`src/rtl/smb_pkg.sv`:
```
package smb_pkg;
  typedef enum logic [2:0] {
    PH_ADDR, PH_IDX, PH_CNT, PH_WDAT, PH_RCNT, PH_RDAT
  } phase_e;

  function automatic logic idx_ok(input logic [7:0] idx, input int n);
    return int'(idx) < n;
  endfunction

  function automatic logic [7:0] rd_count(input logic [7:0] idx, input int n);
    return (int'(idx) < n) ? 8'(n - int'(idx)) : 8'h00;
  endfunction

  function automatic logic addr_match(input logic [7:0] b, input logic [6:0] dev);
    return b[7:1] == dev;
  endfunction
endpackage

```
`src/rtl/smb_line_sync.sv`:
```
module smb_line_sync (
  input  logic clk,
  input  logic rst_n,
  input  logic scl_i,
  input  logic sda_i,
  output logic scl_s,
  output logic sda_s,
  output logic scl_rise,
  output logic scl_fall,
  output logic start_evt,
  output logic stop_evt
);
  logic [1:0] scl_ff, sda_ff;
  logic       scl_d, sda_d;

  always_ff @(posedge clk or negedge rst_n) begin
    if (!rst_n) begin
      scl_ff <= 2'b11;
      sda_ff <= 2'b11;
      scl_d  <= 1'b1;
      sda_d  <= 1'b1;
    end else begin
      scl_ff <= {scl_ff[0], scl_i};
      sda_ff <= {sda_ff[0], sda_i};
      scl_d  <= scl_ff[1];
      sda_d  <= sda_ff[1];
    end
  end

  assign scl_s     = scl_ff[1];
  assign sda_s     = sda_ff[1];
  assign scl_rise  = scl_s & ~scl_d;
  assign scl_fall  = ~scl_s & scl_d;
  assign start_evt = scl_s & scl_d & sda_d & ~sda_s;
  assign stop_evt  = scl_s & scl_d & ~sda_d & sda_s;
endmodule

```
`src/rtl/smb_regfile.sv`:
```
module smb_regfile #(
  parameter int NREGS = 8,
  localparam int IDXW = $clog2(NREGS)
) (
  input  logic              clk,
  input  logic              rst_n,
  input  logic              we,
  input  logic [IDXW-1:0]   waddr,
  input  logic [7:0]        wdata,
  input  logic [IDXW-1:0]   raddr,
  output logic [7:0]        rdata,
  output logic [NREGS*8-1:0] flat_q
);
  logic [7:0] mem [NREGS];

  always_ff @(posedge clk or negedge rst_n) begin
    if (!rst_n) begin
      for (int i = 0; i < NREGS; i++) mem[i] <= 8'h00;
    end else if (we) begin
      mem[waddr] <= wdata;
    end
  end

  assign rdata = mem[raddr];

  for (genvar g = 0; g < NREGS; g++) begin : g_flat
    assign flat_q[g*8 +: 8] = mem[g];
  end
endmodule

```
`src/rtl/smb_regblock_tgt.sv`:
```
module smb_regblock_tgt
  import smb_pkg::*;
#(
  parameter int         NREGS    = 8,
  parameter logic [6:0] DEV_ADDR = 7'h69,
  localparam int        IDXW     = $clog2(NREGS)
) (
  input  logic               clk,
  input  logic               rst_n,
  input  logic               scl_i,
  input  logic               sda_i,
  output logic               sda_oe,
  output logic [NREGS*8-1:0] cfg_q,
  output logic               wr_stb,
  output logic [IDXW-1:0]    wr_idx,
  output logic [7:0]         wr_data
);
  logic scl_s, sda_s, scl_rise, scl_fall, start_evt, stop_evt;

  smb_line_sync u_sync (
    .clk(clk), .rst_n(rst_n), .scl_i(scl_i), .sda_i(sda_i),
    .scl_s(scl_s), .sda_s(sda_s), .scl_rise(scl_rise), .scl_fall(scl_fall),
    .start_evt(start_evt), .stop_evt(stop_evt)
  );

  phase_e     phase;
  logic       act, ack_slot, host_ack;
  logic [3:0] bitcnt;
  logic [7:0] rx_sh, tx_sh, idx, cnt_left;
  logic [7:0] rf_rdata, rd_byte, tx_next;
  logic       tx_phase, byte_end, addr_done, addr_hit;

  smb_regfile #(.NREGS(NREGS)) u_rf (
    .clk(clk), .rst_n(rst_n), .we(wr_stb), .waddr(wr_idx), .wdata(wr_data),
    .raddr(idx[IDXW-1:0]), .rdata(rf_rdata), .flat_q(cfg_q)
  );

  assign tx_phase  = (phase == PH_RCNT) || (phase == PH_RDAT);
  assign rd_byte   = idx_ok(idx, NREGS) ? rf_rdata : 8'h00;
  assign tx_next   = (phase == PH_RCNT) ? rd_count(idx, NREGS) : rd_byte;
  assign byte_end  = act && scl_fall && !ack_slot && (bitcnt == 4'd8);
  assign addr_done = byte_end && (phase == PH_ADDR);
  assign addr_hit  = addr_match(rx_sh, DEV_ADDR);

  always_ff @(posedge clk or negedge rst_n) begin
    if (!rst_n) begin
      act <= 1'b0; ack_slot <= 1'b0; host_ack <= 1'b0; sda_oe <= 1'b0;
      phase <= PH_ADDR; bitcnt <= '0; rx_sh <= '0; tx_sh <= '0;
      idx <= '0; cnt_left <= '0; wr_stb <= 1'b0; wr_idx <= '0; wr_data <= '0;
    end else begin
      wr_stb <= 1'b0;
      if (start_evt) begin
        act <= 1'b1; phase <= PH_ADDR; bitcnt <= '0;
        ack_slot <= 1'b0; sda_oe <= 1'b0;
      end else if (stop_evt) begin
        act <= 1'b0; ack_slot <= 1'b0; sda_oe <= 1'b0;
      end else if (act && scl_rise) begin
        if (ack_slot) begin
          if (tx_phase) host_ack <= ~sda_s;
        end else if (bitcnt < 4'd8) begin
          rx_sh  <= {rx_sh[6:0], sda_s};
          bitcnt <= bitcnt + 4'd1;
        end
      end else if (act && scl_fall) begin
        if (ack_slot) begin
          ack_slot <= 1'b0;
          bitcnt   <= '0;
          if (tx_phase && host_ack) begin
            tx_sh  <= tx_next;
            sda_oe <= ~tx_next[7];
            if (phase == PH_RCNT) phase <= PH_RDAT;
            else idx <= idx + 8'd1;
          end else begin
            sda_oe <= 1'b0;
            if (tx_phase) act <= 1'b0;
          end
        end else if (bitcnt == 4'd8) begin
          ack_slot <= 1'b1;
          sda_oe   <= 1'b0;
          unique case (phase)
            PH_ADDR: begin
              if (addr_hit) begin
                sda_oe   <= 1'b1;
                host_ack <= 1'b1;
                phase    <= rx_sh[0] ? PH_RCNT : PH_IDX;
              end else begin
                act <= 1'b0;
              end
            end
            PH_IDX: begin
              idx <= rx_sh; sda_oe <= 1'b1; phase <= PH_CNT;
            end
            PH_CNT: begin
              cnt_left <= rx_sh; sda_oe <= 1'b1; phase <= PH_WDAT;
            end
            PH_WDAT: begin
              if (cnt_left != 8'd0) begin
                sda_oe   <= 1'b1;
                cnt_left <= cnt_left - 8'd1;
                wr_stb   <= idx_ok(idx, NREGS);
                wr_idx   <= idx[IDXW-1:0];
                wr_data  <= rx_sh;
                idx      <= idx + 8'd1;
              end
            end
            default: ;
          endcase
        end else if (tx_phase) begin
          sda_oe <= ~tx_sh[3'(4'd7 - bitcnt)];
        end
      end
    end
  end
endmodule

```
`config.mk`:
```
export PLATFORM = sky130hd
export DESIGN_NAME = smb_regblock_tgt
export DESIGN_NICKNAME = d
export VERILOG_FILES = /design/src/rtl/smb_pkg.sv /design/src/rtl/smb_line_sync.sv /design/src/rtl/smb_regfile.sv /design/src/rtl/smb_regblock_tgt.sv
export SDC_FILE = /design/constraint.sdc
export NUM_CORES = 1
export LEC_CHECK = 0
export BUFFER_PORTS_ARGS = -buffer_cell sky130_fd_sc_hd__buf_4
export CAP_MARGIN = 20
export CORE_MARGIN = 2
export CORE_UTILIZATION = 58
export CTS_CLUSTER_SIZE = 14
export DETAILED_ROUTE_END_ITERATION = 10
export GPL_ROUTABILITY_DRIVEN = 0
export GPL_TIMING_DRIVEN = 0
export PLACE_DENSITY = 0.91
export REMOVE_ABC_BUFFERS = 1
export SLEW_MARGIN = 25
export SYNTH_ARGS = -nofsm -noshare
export SYNTH_HDL_FRONTEND = slang
export SYNTH_HIERARCHICAL = 1
export SYNTH_SLANG_ARGS = --single-unit
```
`constraint.sdc`:
```
create_clock -name clk -period 2.2 [get_ports clk]
set_input_delay 0.44 -clock clk [delete_from_list [all_inputs] [get_ports clk]]
set_output_delay 0.44 -clock clk [all_outputs]
set_load 0.02 [all_outputs]
```
== After elaboration in Yosys (flattened, before gate mapping) ==
Index checks and enable logic that the tools add are counted.

* Output and inout port bits: 77
* Word-level logic and storage cells: 195
* Flip-flop bits (word level): 125
* Input port bits: 4

* Mux-type cells: 80
* Bitwise operators: 19
* Eq/ne operators: 28
* Reductions and logical operators: 32
* $add $sub $neg: 5
* Order comparisons: 6

{| class="wikitable"
|+ Operators by type and width
! kind !! number
|-
| $mux 8 || 12
|-
| $bwmux 64 || 1
|-
| $mux 1 || 43
|-
| $pmux 8 s2 || 2
|-
| $mux 3 || 10
|-
| $mux 4 || 7
|-
| $bmux 8 s3 || 1
|-
| $demux 8 s3 || 1
|-
| $reduce_and 8->1 || 3
|-
| $reduce_and 9->1 || 2
|-
| $ne 3x2->1 const B || 5
|-
| $reduce_bool 3->1 || 5
|-
| $ne 2x2->1 const B || 6
|-
| $ne 3x3->1 const B || 4
|-
| $ne 4x4->1 const B || 3
|-
| $not 1->1 || 10
|-
| $reduce_and 5->1 || 2
|-
| $reduce_bool 5->1 || 2
|-
| $pmux 3 s3 || 1
|-
| $add 8x1->8 const B || 1
|-
| $ge 4x4->1 const B || 2
|-
| $lt 8x4->1 const B || 1
|-
| $not 3->4 || 2
|-
| $reduce_bool 2->1 || 4
|-
| 27 further kinds || 40
|}

== Longest topological paths before layout ==
* Word-level depth: 13
* Gate-level depth with buffers: 9
* Gate-level depth less buffers: 7

== Modules after synthesis ==
The synthesis kept the hierarchy.

{| class="wikitable"
|+ By module, submodules not included
! module !! area each (sq um) !! cells an instance !! instances !! seq. area each (sq um)
|-
| smb_regblock_tgt || 3165.5 || 320 || 1 || 1376.3
|-
| smb_regfile || 2992.9 || 172 || 1 || 1601.5
|-
| smb_line_sync || 190.2 || 10 || 1 || 157.7
|}

== Worst setup path before layout ==
OpenSTA, ideal clock, no wires.

* Path kind: register -> register
* Start point: register u_sync.sda_d
* End point: register tx_sh[0]
* Data arrival time: 1.922 ns
* Setup slack: 0.196 ns
* Stages on the path, launching flop included: 7
* Required time: 2.117 ns
* Library setup time: 0.083 ns
* Buffers on the path: 0
* Period minus slack after synthesis: 2.004 ns
* Cell sequence: dfstp_2 and4b_1 nand4bb_2 nor2_4 nand4_2 or2_2 o21ai_0

* Word-level cells in the longest chain between the ends: 5
* Elaborated cells on any way between the ends: 8
* Classes of those cells: 7 x bitwise; 1 x reduce/logical

{| class="wikitable"
|+ RTL lines
! item !! line !! RTL
|-
| start, declared || smb_line_sync.sv:14 || <nowiki>logic scl_d, sda_d;</nowiki>
|-
| start signal, assigned || smb_line_sync.sv:26 || <nowiki>sda_d <= sda_ff[1];</nowiki>
|-
| $not 1->1 || smb_line_sync.sv:35 || <nowiki>assign stop_evt = scl_s & scl_d & ~sda_d & sda_s;</nowiki>
|-
| $and 1x1->1 (2 in series) || smb_line_sync.sv:35 ||
|-
| via stop_evt || smb_regblock_tgt.sv:18 || <nowiki>logic scl_s, sda_s, scl_rise, scl_fall, start_evt, stop_evt;</nowiki>
|-
| $not 1->1 (no line) || n/a ||
|-
| $reduce_and 6->1 (no line) || n/a ||
|-
| end signal, assigned || smb_regblock_tgt.sv:69 || <nowiki>tx_sh <= tx_next;</nowiki>
|-
| end, declared || smb_regblock_tgt.sv:29 || <nowiki>logic [7:0] rx_sh, tx_sh, idx, cnt_left;</nowiki>
|}

The timed path passes the listed nets, and every way through them passes these cells.
A chain may end at the register's enable or synchronous reset.

== Worst setup path in the final report ==
* Start point: register ack_slot
* End point: register cnt_left[2]

* Word-level cells in the longest chain between the ends: 2

{| class="wikitable"
|+ RTL lines
! item !! line !! RTL
|-
| start, declared || smb_regblock_tgt.sv:27 || <nowiki>logic act, ack_slot, host_ack;</nowiki>
|-
| start signal, assigned || smb_regblock_tgt.sv:47 || <nowiki>act <= 1'b0; ack_slot <= 1'b0; host_ack <= 1'b0; sda_oe <= 1'b0;</nowiki>
|-
| start signal, assigned || smb_regblock_tgt.sv:54 || <nowiki>ack_slot <= 1'b0; sda_oe <= 1'b0;</nowiki>
|-
| start signal, assigned || smb_regblock_tgt.sv:56 || <nowiki>act <= 1'b0; ack_slot <= 1'b0; sda_oe <= 1'b0;</nowiki>
|-
| $not 1->1 (no line) || n/a ||
|-
| $reduce_and 8->1 (no line) || n/a ||
|-
| end signal, assigned || smb_regblock_tgt.sv:99 || <nowiki>cnt_left <= cnt_left - 8'd1;</nowiki>
|-
| end, declared || smb_regblock_tgt.sv:29 ||
|}

Every way passes these cells.

==> results.yml <==
outcome:
  outcome: "finished, violations left"
  violations: "setup timing"
die:
  ioPinCount: 81
  rows: 38
  die_w_um: 109
  die_h_um: 109
  die_area_um2: 11800
  start_util: 0.591
  core_area_um2: 10700
synthesis:
  synth_area_leaders: "dfrtp_1 47%, mux2_2 15%, mux4_1 6.2%, dfstp_2 2.5%, o21ai_0 2.4%"
  ys_ff_latch: 125
  synth_top_area_cell: "dfrtp_1"
  netlist_area_um2: 6350
  synth_flop_cell: "dfrtp_1"
  yosys_warnings: 6
  synth-seq-area-share: 0.494
  syn_inst: 502
  async_flop_share: 1.00
  synth_top_area_frac: 0.469
  avgSynthCellArea_um2: 12.6
  synth_edf_count: 0
  synthDistinctLibCells: 70
clock_network:
  cts_inserted_buffers: 17
  max-clock-path-buffers: 2
  htree_levels: 4
  numClockSinks: 125
  clk_transition_reported_paths_ns: 0.06
  cts-root-buf: "clkbuf_8"
  clk_latency_ns: 0.53
  cts_tree: "yes"
grt:
  grt.overflow.total: 0
  grt_pass1_vias: 4746
  grt_antenna_before_repair: 0
  grt_pass1_wl_mm: 26.2
  grt_max_degree: 78
  grt.total_usage: 0.297
detailed_routing:
  drt_first_pass_iters: 8
  drcViolationCount: 0
  wl_mm: 17.1
  vias_per_cell: 6.63
  first_iter_violations: 545
  avgRoutedWirePerCell_um: 23.2
  dr_total_vias: 4897
  ant_nets: 0
worst_hold_path:
  hold_class: "in2reg"
pwr:
  p_leak_nw: 3.78
  power.density_nw_per_um2: 704
  ir_worst_vdd_uv: 439
timing:
  rsz0062_at_grt: "true"
  clock_skew_ns: 0.00749
  fin_tns_setup_ns: -0.0216
  slew_headroom: 0.462
  final_max_slew_viol_count: 0
  final.period_utilization: 1.01
  post-route-min-period_ns: 2.22
  setup_viol: 1
  tightestPinTransition_ns: 0.808
  setup_ws_ns: -0.0216
  fmax_ghz: 0.450
  hold_violations: 0
flow_run:
  drv_cap: 0
critical_path:
  slowest_delay_ns: 0.68
  cp_slowest_cell: "dfrtp_1"
  crit_chain: "nor4b_4 -> nand4b_1 -> buf_4 -> a211o_4 -> o22a_1"
  crit_arrival_ns: 2.64
  critPathKind: "reg2reg"
  end_kind: "flip-flop"
  critPathLaunchType: "flip-flop"
  crit_required_ns: 2.62
  critPathMaxFanout: 21
final_layout:
  final_cells: 739
  nets: 597
  drive_above_1_share: 0.421
  insertedDiodeCount: 0
  area_growth_pct: 22.7
place:
  dp.cells: 693
  hpwl_mm: 10.2
  port_buffers: 80
==> synthesized netlist by cell type (all sizes together), types with 6 or more instances <==
cell,count
dfrtp,119
mux2,91
nor2,30
o21ai,30
nand2,25
a21oi,24
buf,21
mux4,17
mux2i,10
nand3,10
clkbuf,9
inv,8
nor2b,7
nor3,7
dfstp,6
ha,6
nand4b,6
==> what timing repair did <==
action	4_1_cts	5_1_grt
hold buffers	2	0
setup endpoints to repair	34	37
resized for setup	10	14
pin swaps	1	7
endpoints found under the hold margin	49	0
buffers inserted	3	9
gates cloned	0	1
==> power breakdown <==
part / internal (mW) / switching, mW / total [mW]
Sequential: 2.39 / 0.184 / 2.57
Combinational: 0.159 / 0.177 / 0.336
Clock: 1.55 / 1.03 / 2.58
Total: 4.09 / 1.39 / 5.49
==> critical path: cells and delay by family (launching register included) <==
family                 cells  cell delay [ns]
DFF                        1             0.68
buffers and inverters      1             0.20
AOI/OAI and AO/OA          2             0.56
and+or+nand+nor            2             0.68
==> registers in the layout (all words and copies together) (netlist names), 2 cells and up <==
name           flops
bitcnt             4
cnt_left           8
idx                8
phase              3
rx_sh              8
tx_sh              8
u_rf/flat_q       64
u_sync/scl_ff      2
u_sync/sda_ff      2
wr_data            8
wr_idx             3
==> cell families after synthesis <==
group	count (synthesis)	share of synthesized area
AOI/OAI and AO/OA	88	0.0893
buffers and inverters	38	0.0333
adders and majority gates	6	0.0118
muxes	118	0.249
and+or+nand+nor	124	0.118
xor gates and xnor gates	3	0.00414
DFF	125	0.494
==> placed cells by master, fill, tap and decap left out, types with 4 or more instances in the layout <==
cell type	synthesis	final
dfrtp_1	119	116
buf_4	1	88
mux2_2	86	86
nor2_1	29	29
o21ai_0	30	26
nand2_1	25	25
a21oi_1	24	24
clkbuf_16	0	16
mux4_1	15	15
mux2i_1	10	10
nand3_1	10	9
inv_1	8	8
nor3_1	7	7
ha_1	6	6
dfstp_2	6	6
mux2_4	5	5
nand4b_1	5	5
a31oi_1	5	5
nor2b_1	7	4
nor4_1	4	4
o21ai_1	0	4
nand4_1	4	4
clkinv_2	0	4
==> routing by layer <==
metal / part of all wire / vias to the layer above / wire length [µm] / GRT usage
met5: 0 / - / 0 / 0
met4: 0.040 / 0 / 692 / 0.134
met3: 0.077 / 81 / 1320 / 0.0789
met2: 0.49 / 312 / 8430 / 0.472
met1: 0.39 / 2440 / 6680 / 0.384
li1: - / 2064 / - / -
==> per-stage QoR <==
step                      hold slack [ns]  utilization  setup WS [ns]  power, mW  cell area (µm²)
after global routing             0.000386        0.725        -0.0964       5.65             7790
after floorplan                     0.144            -         0.0916       2.74             6170
after detailed placement            0.347        0.653         -0.367       2.90             7020
after CTS                         0.00329        0.713        0.00890       5.45             7660
after global placement              0.346        0.646         -0.512       2.87             6940
final                              0.0155        0.725        -0.0216       5.49             7790
==> path summary, 6_finish.rpt <==
kind,slack [ns],depth (start not counted),start,end
setup / recovery,-0.02,5,ack_slot,cnt_left[2]
hold / removal,0.02,1,scl_i,u_sync/scl_ff[0]
setup reg to reg,-0.02,5,ack_slot,cnt_left[2]
hold reg to reg,0.36,0,u_sync/sda_ff[0],u_sync/sda_ff[1]
max in group asynchronous,0.99,3,rst_n,u_sync/scl_d
min in group asynchronous,0.43,2,rst_n,u_rf/flat_q[42]
==> area by class of cell <==
class	instances	area, µm²
clock inverters	10	90.1
inverters	8	30.0
well taps	140	175
multi-input cells	340	3130
fillers	637	2950
flip-flops and latches	125	3140
clock buffers	21	449
repair buffers	95	771
Power figures use the tool's default switching activity.
